`config.mk`:
```
export PLATFORM = sky130hd
export DESIGN_NAME = dac_serial_front
export DESIGN_NICKNAME = d
export VERILOG_FILES = /design/src/rtl/dacfe_pkg.sv /design/src/rtl/dacfe_sync.sv /design/src/rtl/dacfe_ctrl.sv /design/src/rtl/dacfe_datapath.sv /design/src/rtl/dac_serial_front.sv
export SDC_FILE = /design/constraint.sdc
export NUM_CORES = 1
export LEC_CHECK = 0
export BUFFER_PORTS_ARGS = -buffer_cell sky130_fd_sc_hd__buf_2
export CORE_UTILIZATION = 40
export CTS_CLUSTER_SIZE = 28
export DETAILED_ROUTE_END_ITERATION = 10
export GPL_TIMING_DRIVEN = 0
export SKIP_CTS_REPAIR_TIMING = 1
export SYNTH_ARGS = -nofsm -noshare
export SYNTH_HDL_FRONTEND = slang
export SYNTH_SLANG_ARGS = --single-unit
```
`constraint.sdc`:
```
create_clock -name clk -period 1.8 [get_ports clk]
set_clock_uncertainty 0.15 [all_clocks]
set_input_delay 0 -clock clk [delete_from_list [all_inputs] [get_ports clk]]
set_output_delay 0 -clock clk [all_outputs]
set_load 0.01 [all_outputs]
```
`src/rtl/dacfe_pkg.sv`:
```
package dacfe_pkg;

  // Strobes handed from the frame control to the datapath
  typedef struct packed {
    logic clearFrame;   // new frame: empty the shift register
    logic shiftBit;     // capture one serial bit
    logic commit;       // move the shift register into the latches
  } dacfe_stb_t;

  // Destination decoded from the two select bits {high, low}
  typedef enum logic [1:0] {
    SEL_B_AND_HOLD = 2'b00,
    SEL_HOLD_ONLY  = 2'b01,
    SEL_A_XFER_B   = 2'b10,
    SEL_CONTROL    = 2'b11
  } dacfe_sel_e;

endpackage

```
`src/rtl/dacfe_sync.sv`:
```
module dacfe_sync #(
  parameter int   STAGES    = 2,
  parameter logic RESET_VAL = 1'b0
) (
  input  logic clk,
  input  logic rstN,
  input  logic din,
  output logic dout
);

  logic [STAGES-1:0] chain;

  generate
    if (STAGES == 1) begin : g_single
      always_ff @(posedge clk or negedge rstN) begin
        if (!rstN) chain <= RESET_VAL;
        else       chain <= din;
      end
    end else begin : g_multi
      always_ff @(posedge clk or negedge rstN) begin
        if (!rstN) chain <= {STAGES{RESET_VAL}};
        else       chain <= {chain[STAGES-2:0], din};
      end
    end
  endgenerate

  assign dout = chain[STAGES-1];

endmodule

```
`src/rtl/dacfe_ctrl.sv`:
```
module dacfe_ctrl
  import dacfe_pkg::*;
#(
  parameter int FRAME_W     = 16,
  parameter int SYNC_STAGES = 2
) (
  input  logic       clk,
  input  logic       rstN,
  input  logic       csN,
  input  logic       sclk,
  input  logic       sdata,
  output dacfe_stb_t stb,
  output logic       dataBit
);

  localparam int CNT_W = $clog2(FRAME_W + 1);
  localparam logic [CNT_W-1:0] CNT_FULL = CNT_W'(FRAME_W);
  localparam logic [CNT_W-1:0] CNT_LAST = CNT_W'(FRAME_W - 1);

  logic csS, sclkS;
  logic csPrev, sclkPrev;
  logic csFall, csRise, sclkFall;
  logic [CNT_W-1:0] bitCnt;
  logic commitPend, nextPend;
  logic roomLeft;

  dacfe_sync #(.STAGES(SYNC_STAGES), .RESET_VAL(1'b1)) csSync (
    .clk(clk), .rstN(rstN), .din(csN), .dout(csS));
  dacfe_sync #(.STAGES(SYNC_STAGES), .RESET_VAL(1'b1)) sclkSync (
    .clk(clk), .rstN(rstN), .din(sclk), .dout(sclkS));
  dacfe_sync #(.STAGES(SYNC_STAGES), .RESET_VAL(1'b0)) dataSync (
    .clk(clk), .rstN(rstN), .din(sdata), .dout(dataBit));

  always_ff @(posedge clk or negedge rstN) begin
    if (!rstN) begin
      csPrev   <= 1'b1;
      sclkPrev <= 1'b1;
    end else begin
      csPrev   <= csS;
      sclkPrev <= sclkS;
    end
  end

  assign csFall   = csPrev & ~csS;
  assign csRise   = ~csPrev & csS;
  assign sclkFall = sclkPrev & ~sclkS;
  assign roomLeft = (bitCnt < CNT_FULL);

  always_comb begin
    stb.clearFrame = csFall;
    stb.shiftBit   = ~csS & ~csFall & sclkFall & roomLeft;
    stb.commit     = commitPend;
  end

  // Frame closes on the last bit, or early when select rises mid-frame
  assign nextPend = (stb.shiftBit && bitCnt == CNT_LAST) ||
                    (csRise && bitCnt != '0 && roomLeft);

  always_ff @(posedge clk or negedge rstN) begin
    if (!rstN) begin
      bitCnt     <= '0;
      commitPend <= 1'b0;
    end else begin
      if (csFall)            bitCnt <= '0;
      else if (stb.shiftBit) bitCnt <= bitCnt + 1'b1;
      commitPend <= nextPend;
    end
  end

endmodule

```
`src/rtl/dacfe_datapath.sv`:
```
module dacfe_datapath
  import dacfe_pkg::*;
#(
  parameter int DATA_W = 12,
  parameter int PROG_W = 4,
  parameter int REF_W  = 2
) (
  input  logic              clk,
  input  logic              rstN,
  input  dacfe_stb_t        stb,
  input  logic              dataBit,
  output logic [DATA_W-1:0] codeA,
  output logic [DATA_W-1:0] codeB,
  output logic              fastMode,
  output logic              powerDown,
  output logic [REF_W-1:0]  refSel,
  output logic              updateStb
);

  localparam int FRAME_W  = DATA_W + PROG_W;
  localparam int SEL_HI_B = FRAME_W - 1;
  localparam int SPEED_B  = FRAME_W - 2;
  localparam int POWER_B  = FRAME_W - 3;
  localparam int SEL_LO_B = FRAME_W - 4;

  logic [FRAME_W-1:0] shiftReg;
  logic [DATA_W-1:0]  holdReg;
  logic [DATA_W-1:0]  payload;
  dacfe_sel_e         sel;

  always_ff @(posedge clk or negedge rstN) begin
    if (!rstN)               shiftReg <= '0;
    else if (stb.clearFrame) shiftReg <= '0;
    else if (stb.shiftBit)   shiftReg <= {shiftReg[FRAME_W-2:0], dataBit};
  end

  assign payload = shiftReg[DATA_W-1:0];
  assign sel     = dacfe_sel_e'({shiftReg[SEL_HI_B], shiftReg[SEL_LO_B]});

  always_ff @(posedge clk or negedge rstN) begin
    if (!rstN) begin
      codeA     <= '0;
      codeB     <= '0;
      holdReg   <= '0;
      fastMode  <= 1'b0;
      powerDown <= 1'b0;
      refSel    <= '0;
      updateStb <= 1'b0;
    end else begin
      updateStb <= stb.commit;
      if (stb.commit) begin
        fastMode  <= shiftReg[SPEED_B];
        powerDown <= shiftReg[POWER_B];
        unique case (sel)
          SEL_B_AND_HOLD: begin
            codeB   <= payload;
            holdReg <= payload;
          end
          SEL_HOLD_ONLY: holdReg <= payload;
          SEL_A_XFER_B: begin
            codeA <= payload;
            codeB <= holdReg;
          end
          SEL_CONTROL: refSel <= payload[REF_W-1:0];
          default: ;
        endcase
      end
    end
  end

endmodule

```
`src/rtl/dac_serial_front.sv`:
```
module dac_serial_front
  import dacfe_pkg::*;
#(
  parameter int DATA_W      = 12,
  parameter int PROG_W      = 4,
  parameter int REF_W       = 2,
  parameter int SYNC_STAGES = 2
) (
  input  logic              clk,
  input  logic              rstN,
  input  logic              csN,
  input  logic              sclk,
  input  logic              sdata,
  output logic [DATA_W-1:0] codeA,
  output logic [DATA_W-1:0] codeB,
  output logic              fastMode,
  output logic              powerDown,
  output logic [REF_W-1:0]  refSel,
  output logic              updateStb
);

  localparam int FRAME_W = DATA_W + PROG_W;

  dacfe_stb_t stb;
  logic       dataBit;

  dacfe_ctrl #(.FRAME_W(FRAME_W), .SYNC_STAGES(SYNC_STAGES)) ctrl (
    .clk(clk), .rstN(rstN), .csN(csN), .sclk(sclk), .sdata(sdata),
    .stb(stb), .dataBit(dataBit));

  dacfe_datapath #(.DATA_W(DATA_W), .PROG_W(PROG_W), .REF_W(REF_W)) dpath (
    .clk(clk), .rstN(rstN), .stb(stb), .dataBit(dataBit),
    .codeA(codeA), .codeB(codeB), .fastMode(fastMode),
    .powerDown(powerDown), .refSel(refSel), .updateStb(updateStb));

endmodule

```
==> results.yml, run 1 <==
status:
  status: "complete, no violations"
placed_design:
  dp_hpwl_um: 3320
  port-buffer-count: 33
  place_inst: 359
  gp_congestion: 0.705
sta:
  period_share: 0.904
  drv_slew: 0
  worstMarginPinSlew_ns: 0.872
  rsz0062_at_grt: "false"
  maxSlewHeadroom: 0.419
  fmax_mhz: 615
  setup_viol: 0
  fin_setup_tns_ns: 0
  period_minus_slack_ns: 1.63
  hold_viol_final: 0
layout:
  area_delta_synth_final_pct: 19.2
  fillCellCount: 657
  drive_above_1_share: 0.350
  final_util: 0.502
  num_antenna_cells: 0
  final_cell_mix: "65 x dfrtp_1, 38 x buf_2, 33 x nand2_1"
  fin_nets: 286
  stdcell_count: 379
  layout_commonest_cell: "dfrtp_1"
worst_setup_path:
  endpoint_kind: "register"
  crit_path_max_incr_delay_ns: 0.51
  path_buf_inv: 2
  crit_family: "flip-flops"
  timing.critical_path.mode_cell: "buf_4"
  crit_required_ns: 1.87
  cp.arrival_ns: 1.70
  worstSetupPathType: "register to register"
  start_kind: "register"
  path_cells: "nor3b_2, and2_1, buf_4, buf_4, o21ai_0"
  path_max_fanout: 10
  crit_slowest_cell: "dfstp_2"
global_route:
  grt_pass1_wl_um: 8720
  grt_antenna_before_repair: 0
  grt_usage: 0.154
  grt_max_degree: 72
  grt.overflow.total: 0
  grt_pass1_vias: 1782
floorplanning:
  initial_core_util: 0.421
  coreArea_um2: 6910
  fp.dieH_um: 87.3
  die_area_um2: 7620
  die_w_um: 87.3
  rows: 30
  io_pins: 34
pwr:
  leakagePower_nw: 1.73
  ir_drop_uv: 407
  powerDensity_nw_per_um2: 928
yosys:
  yosysTopAreaCellShare: 0.559
  synth_fp_nets: 238
  synthCells: 230
  synth_cell_types: 23
  synth_area_leaders: "dfrtp_1 56%, mux2_2 7.0%, dfstp_2 5.4%"
  avgSynthCellArea_um2: 12.6
  yosysWarnings: 0
  synth_edf_count: 0
  syn_area_um2: 2910
  synth-seq-cells: 71
  yosysTopAreaCell: "dfrtp_1"
  async_flop_share: 1.00
  ys_seq_area_frac: 0.613
  ys.flop_type: "dfrtp_1"
routing:
  drc: 0
  routed_wl_um: 5150
  via_per_inst: 4.82
  wl_per_cell_um: 13.6
  drtIter0Drc: 116
  routed-via-count: 1827
  dr.pass1.iters: 4
  ant_nets: 0
min_path:
  hp-class: "input port to register"
clock_network:
  cts_root_buf: "clkbuf_8"
  cts_tree: "built"
  cts_buffers: 9
  clockBufferDepth: 2
  clk_pin_slew_worst_paths_ns: 0.07
  cts_sinks: 71
  clk_latency_ns: 0.35
  cts_max_level: 3
run:
  drv_cap: 0
[sequential cells by signal, summed over array words and instances (netlist names)]
name,count
ctrl.sclkPrev,1
dpath.refSel,2
dpath.fastMode,1
ctrl.csPrev,1
ctrl.csSync.chain,2
ctrl.bitCnt,5
dpath.codeB,12
dpath.powerDown,1
dpath.holdReg,12
ctrl.commitPend,1
ctrl.sclkSync.chain,2
dpath.codeA,12
dpath.updateStb,1
ctrl.dataSync.chain,2
dpath.shiftReg,16
[per-stage QoR]
step           setup WS [ns]  total power, mW  instance area, um^2  hold slack (ns)
3_5_place_dp           0.166             1.80                 3200          -0.0428
6_report               0.173             3.22                 3470            0.144
4_1_cts                0.156             3.25                 3430           -0.412
5_1_grt               0.0608             3.35                 3470            0.137
3_3_place_gp           0.168             1.80                 3190          -0.0455
2_1_floorplan          0.302             1.74                 2910           -0.446
[Yosys cell counts (5+ instances only)]
cell type,count
nand3_1,20
mux2_4,10
dfrtp_1,65
nand2_1,33
o21ai_0,30
buf_2,6
dfstp_2,6
mux2i_1,14
mux2_2,18
buf_4,5
[power breakdown]
part	internal, mW	leakage (nW)	switching (mW)
registers	1.63	0.964	0.0207
clock network	0.853	0.112	0.588
logic	0.0428	0.659	0.0852
[layout make-up]
class	instances	area [um^2]	share of cell area
plain buffers	14	93.8	0.0271
flip-flops and latches	71	1780	0.514
well taps	96	120	0.0346
clock inverters	5	80.1	0.0231
repair buffers	37	208	0.0599
multi-input cells	142	1020	0.294
inverters	3	11.3	0.00325
clock buffers	11	151	0.0437
[path summary, 6_finish.rpt]
check | cells after the start | from | slack, ns | to
setup / recovery | 5 | ctrl.sclkPrev | 0.17 | dpath.shiftReg[14]
hold / removal | 2 | sdata | 0.14 | ctrl.dataSync.chain[0]
setup reg to reg | 5 | ctrl.sclkPrev | 0.17 | dpath.shiftReg[14]
hold reg to reg | 0 | ctrl.csSync.chain[0] | 0.21 | ctrl.csSync.chain[1]
max in group asynchronous | 2 | rstN | 0.75 | dpath.shiftReg[10]
min in group asynchronous | 2 | rstN | 0.17 | dpath.codeA[8]
[layer usage]
layer | vias up | share of wire | global-route usage
met3 | 11 | 0.038 | 0.0351
met1 | 889 | 0.49 | 0.200
li1 | 888 | - | -
met2 | 39 | 0.45 | 0.240
met5 | - | 0 | 0
met4 | 0 | 0.023 | 0.0849
[kinds of logic after synthesis]
group,count (synthesis),share of synthesized area
flops,71,0.613
simple gates,65,0.111
mux,42,0.169
compound gates,32,0.0576
buf+inv,17,0.0361
fa+ha+maj,3,0.0129
Note: power is estimated with default switching activity, not from simulation.
==> run 2, diff against run 1 <==
--- a/config.mk
+++ b/config.mk
@@ -5,6 +5,7 @@
 export SDC_FILE = /design/constraint.sdc
 export NUM_CORES = 1
 export LEC_CHECK = 0
+export ABC_AREA = 1
 export BUFFER_PORTS_ARGS = -buffer_cell sky130_fd_sc_hd__buf_2
 export CORE_UTILIZATION = 40
 export CTS_CLUSTER_SIZE = 28
==> run 2 against run 1 <==
Effect of this change: combinational power increased to 3.3 times the previous value; non-clock buffer count is 2 lower; power increased by 18%; via count up 18%; flip-flop and latch count is the same; critical path depth grew 2; count of clock-buffer cells in the layout shrank 2; hold slack gained 0.0032 ns; global-route usage is 1.8 points higher; critical path type unchanged.
==> results.yml, run 2 <==
min_path:
  worstHoldStart: "sdata"
  hp-class: "input port to register"
  holdPathStages: 2
  holdPathEnd: "ctrl.dataSync.chain[0]"
sta:
  worstMarginPinSlew_ns: 0.874
  setup_viol: 0
  fin_setup_tns_ns: 0
  drv_slew: 0
  timing.final.ws_setup_ns: 0.246
  maxSlewHeadroom: 0.418
  hold_viol_final: 0
  whs_ns: 0.147
  period_share: 0.863
  period_minus_slack_ns: 1.55
  fmax_mhz: 644
  rsz0062_at_grt: "false"
yosys:
  syn_area_um2: 2900
  ys.flop_type: "dfrtp_1"
  avgSynthCellArea_um2: 9.12
  synth_edf_count: 0
  synthCells: 318
  synth_cell_types: 19
  async_flop_share: 1.00
  yosysTopAreaCellShare: 0.561
  yosysTopAreaCell: "dfrtp_1"
  ys_seq_area_frac: 0.615
  synth_commonest_cells: "91 x nand2_1, 65 x dfrtp_1, 41 x nor2_1"
  synth_fp_nets: 326
  yosysWarnings: 0
  synth_area_leaders: "dfrtp_1 56%, nand2_1 12%, dfstp_2 5.4%"
  synth-seq-cells: 71
  post-synth-top-count-cell: "nand2_1"
global_route:
  grt.overflow.total: 0
  grt_max_degree: 72
  grt_pass1_wl_um: 9950
  grt_pass1_vias: 2098
  grt_antenna_before_repair: 0
  grt_usage: 0.172
clock_network:
  cts_buffers: 9
  clockBufferDepth: 2
  cts_tree: "built"
  clk_latency_ns: 0.34
  clk_pin_slew_worst_paths_ns: 0.08
  cts_root_buf: "clkbuf_8"
  cts_max_level: 3
  cts_sinks: 71
worst_setup_path:
  start_kind: "register"
  cp.arrival_ns: 1.69
  crit_slowest_cell: "dfstp_2"
  worstRegToRegCells: 7
  crit_path_max_incr_delay_ns: 0.54
  crit_required_ns: 1.94
  r2r_slack_ns: 0.25
  path_cells: "inv_2, nor2_4, inv_2, nand2_4, buf_6, nand2_1, nand2_1"
  path_max_fanout: 10
  endpoint_kind: "register"
  worstSetupPathType: "register to register"
  timing.rr.start: "ctrl.csPrev"
  r2r_end: "dpath.shiftReg[11]"
routing:
  dr_wl_met3_um: 224
  top_layer_used: "met4"
  met1_length_um: 2850
  routed-via-count: 2155
  drc: 0
  wl_per_cell_um: 12.4
  via_per_inst: 4.61
  ant_nets: 0
  dr.pass1.iters: 5
  routed_wl_um: 5790
  drtIter0Drc: 115
  dr_wl_met2_um: 2560
layout:
  area_delta_synth_final_pct: 19.7
  layout_commonest_cell: "nand2_1"
  drive_above_1_share: 0.208
  largest_register_ffs: 16
  fin_nets: 374
  final_cell_mix: "91 x nand2_1, 65 x dfrtp_1, 41 x nor2_1"
  final_util: 0.503
  largest_register: "dpath.shiftReg"
  num_antenna_cells: 0
floorplanning:
  initial_core_util: 0.420
  io_pins: 34
  rows: 30
  die_w_um: 87.2
  fp.dieH_um: 87.2
  coreArea_um2: 6910
  die_area_um2: 7600
placed_design:
  port-buffer-count: 33
  dp_hpwl_um: 3850
  gp_congestion: 0.739
  place_ws_ns: 0.244
run:
  drv_cap: 0
pwr:
  leakagePower_nw: 1.76
  ir_drop_uv: 408
  powerDensity_nw_per_um2: 1090
status:
  status: "complete, no violations"
==> run 2: cell count changes in the layout (fill, tap and decap cells not counted), sizes merged, moves of 2 or more <==
cell    delta
mux2i     -14
inv       +23
nand2b     -4
and3       -3
o21ai     +14
clkbuf     -3
a21oi      +2
nand2     +61
nor2      +42
mux2      -28
==> run 2: layer usage <==
| metal | vias up | GRT usage |
|---|---|---|
| met5 | - | 0 |
| met4 | 0 | 0.0909 |
| met3 | 15 | 0.0341 |
| li1 | 1103 | - |
| met1 | 987 | 0.233 |
| met2 | 50 | 0.263 |
==> run 2: cells by family after synthesis <==
group	share of synthesized area
and+or+nand+nor	0.235
buffers and inverters	0.0578
adders and majority gates	0.0129
DFF	0.615
AOI/OAI and AO/OA	0.0793
==> run 2: how the worst max path moves through the flow <==
stage,start,endpoint,cells after the start
after global routing,ctrl.csPrev,dpath.shiftReg[11],7
after detailed placement,ctrl.csPrev,dpath.shiftReg[11],7
after CTS,ctrl.csPrev,dpath.shiftReg[11],7
after floorplan,ctrl.bitCnt[0],ctrl.bitCnt[4],7
after global placement,rstN,ctrl.bitCnt[4],1
final,ctrl.csPrev,dpath.shiftReg[11],7
==> run 2: critical path, delay by kind of cell, from the launching register on <==
kind / cells / cell delay (ns)
buffers and inverters: 3 / 0.34
AND/OR/NAND/NOR: 4 / 0.47
flip-flops: 1 / 0.54
==> run 2: power by group <==
group / total, mW / leakage, nW / internal, mW / switching [mW]
registers: 1.82 / 0.941 / 1.75 / 0.0730
clock network: 1.55 / 0.120 / 0.925 / 0.625
logic: 0.423 / 0.695 / 0.165 / 0.258
total: 3.79 / 1.76 / 2.84 / 0.956
==> run 2: final cells by class <==
cell class / instances / area, um^2
Clock buffer: 9 / 124
Buffer: 12 / 73.8
Clock inverter: 7 / 120
Multi-Input combinational cell: 210 / 950
Sequential cell: 71 / 1780
Tap cell: 96 / 120
Inverter: 25 / 93.8
Timing Repair Buffer: 37 / 208
Fill cell: 685 / 3430
==> run 2: metrics by stage <==
stage	total power, mW	cells	cell area (um^2)
CTS	3.82	463	3430
floorplan	2.08	318	2900
finish	3.79	467	3470
global route	3.97	467	3470
detailed placement	2.28	447	3190
global placement	2.27	447	3190
==> run 3, diff against run 2 <==
--- a/config.mk
+++ b/config.mk
@@ -7,10 +7,11 @@
 export LEC_CHECK = 0
 export ABC_AREA = 1
 export BUFFER_PORTS_ARGS = -buffer_cell sky130_fd_sc_hd__buf_2
-export CORE_UTILIZATION = 40
+export CORE_UTILIZATION = 55
 export CTS_CLUSTER_SIZE = 28
 export DETAILED_ROUTE_END_ITERATION = 10
 export GPL_TIMING_DRIVEN = 0
+export PLACE_DENSITY = 0.76
 export SKIP_CTS_REPAIR_TIMING = 1
 export SYNTH_ARGS = -nofsm -noshare
 export SYNTH_HDL_FRONTEND = slang
==> run 3 against run 2 <==
Effect of this change: non-clock buffer count unchanged; worst setup slack gained 0.015 ns; critical path depth is the same; sequential power about the same; sequential share of layout area is 0.83 points higher.
==> results.yml, run 3 (same netlist as run 2, synthesis figures left out) <==
run:
  drv_cap: 0
global_route:
  grt_pass1_wl_um: 9030
  grtUsageMet1: 0.290
  grt_antenna_before_repair: 0
  grt_util_met2: 0.344
  grt_usage: 0.220
  grt_busiest_layer: "met2"
  grt_pass1_vias: 1951
  grt.overflow.total: 0
  grt_max_degree: 72
  grt_use_met3: 0.0683
sta:
  hold_viol_final: 0
  period_share: 0.855
  rsz0062_at_grt: "false"
  drv_slew: 0
  period_minus_slack_ns: 1.54
  whs_ns: 0.148
  setup_viol: 0
  fin_setup_tns_ns: 0
  maxSlewHeadroom: 0.420
  worstMarginPinSlew_ns: 0.870
  timing.final.ws_setup_ns: 0.261
  fmax_mhz: 650
clock_network:
  clk_pin_slew_worst_paths_ns: 0.08
  clk_latency_ns: 0.34
  cts_tree: "built"
  cts_buffers: 9
  cts_sinks: 71
  clockBufferDepth: 2
  cts_root_buf: "clkbuf_8"
  cts_max_level: 3
layout:
  layout_commonest_cell: "nand2_1"
  drive_above_1_share: 0.208
  final_cell_mix: "91 x nand2_1, 65 x dfrtp_1, 41 x nor2_1"
  fin_nets: 374
  postLayoutCellArea_um2: 3420
  area_delta_synth_final_pct: 17.8
  largest_register_ffs: 16
  largest_register: "dpath.shiftReg"
  num_antenna_cells: 0
floorplanning:
  coreArea_um2: 5110
  die_area_um2: 5570
  fp.dieH_um: 74.6
  initial_core_util: 0.568
  rows: 26
  die_w_um: 74.6
  io_pins: 34
pwr:
  power.switching_mw: 0.923
  p_total_mw: 3.65
  sequentialPowerShare: 0.500
  leakagePower_nw: 1.75
  ir_drop_uv: 610
  switching_share: 0.253
  p_clk_frac: 0.384
  powerDensity_nw_per_um2: 1070
  p_int_mw: 2.73
  power_frac_comb: 0.117
routing:
  ant_nets: 0
  drtIter0Drc: 167
  dr.pass1.iters: 4
  routed-via-count: 2230
  wl_per_cell_um: 12.5
  drc: 0
  via_per_inst: 5.06
  routed_wl_um: 5510
worst_setup_path:
  path_max_fanout: 10
  crit_required_ns: 1.93
  path_cells: "inv_2, nor2_4, inv_2, nand2_4, buf_6, nand2_1, nand2_1"
  start_kind: "register"
  worstSetupPathType: "register to register"
  endpoint_kind: "register"
  crit_slowest_cell: "dfstp_2"
  cp.arrival_ns: 1.67
  crit_path_max_incr_delay_ns: 0.54
  worstRegToRegCells: 7
  path_depth: 7
  crit_family: "flip-flops"
  path_buf_inv: 3
status:
  status: "complete, no violations"
placed_design:
  place_ws_ns: 0.246
  place_area_um2: 3160
  gp_congestion: 0.806
  dp_hpwl_um: 3620
  port-buffer-count: 33
min_path:
  hp-class: "input port to asynchronous set/reset pin"
-- run 3: cell count changes in the layout (fill, tap and decap cells not counted), sizes merged --
cell | previous run | this run
clkbuf | 9 | 10
inv | 26 | 25
clkinvlp | 1 | 0
clkinv | 2 | 4
bufinv | 3 | 2
-- run 3: layout make-up --
type	count	area, um^2
Clock inverter	6	83.8
Sequential cell	71	1780
Timing Repair Buffer	37	208
Tap cell	70	87.6
Multi-Input combinational cell	210	950
Clock buffer	10	138
Inverter	25	93.8
Fill cell	442	1690
Buffer	12	73.8
-- run 3: routing by layer --
layer | up-vias | part of all wire
met2 | 59 | 0.48
met5 | - | 0
met3 | 7 | 0.051
li1 | 1107 | -
met4 | 0 | 0.014
met1 | 1057 | 0.46
-- run 3: stage by stage --
step            util  std cells
2_1_floorplan      -        318
3_3_place_gp   0.618        421
3_5_place_dp   0.618        421
4_1_cts        0.661        437
5_1_grt        0.669        441
6_report       0.669        441
-- run 3: final timing paths --
path | from | endpoint | slack [ns]
max | ctrl.csPrev | dpath.shiftReg[14] | 0.26
min | rstN | dpath.codeB[1] | 0.15
max reg2reg | ctrl.csPrev | dpath.shiftReg[14] | 0.26
min reg2reg | ctrl.dataSync.chain[0] | ctrl.dataSync.chain[1] | 0.20
max in group asynchronous | rstN | dpath.shiftReg[7] | 0.76
min in group clk | sdata | ctrl.dataSync.chain[0] | 0.15
-- run 3: power groups by stage --
stage               combinational [mW]  clock (mW)  sequential (mW)
finish                           0.425        1.40             1.82
global route                     0.485        1.49             1.84
CTS                              0.427        1.43             1.82
detailed placement               0.424           0             1.85
global placement                 0.409           0             1.85
floorplan                        0.178           0             1.90
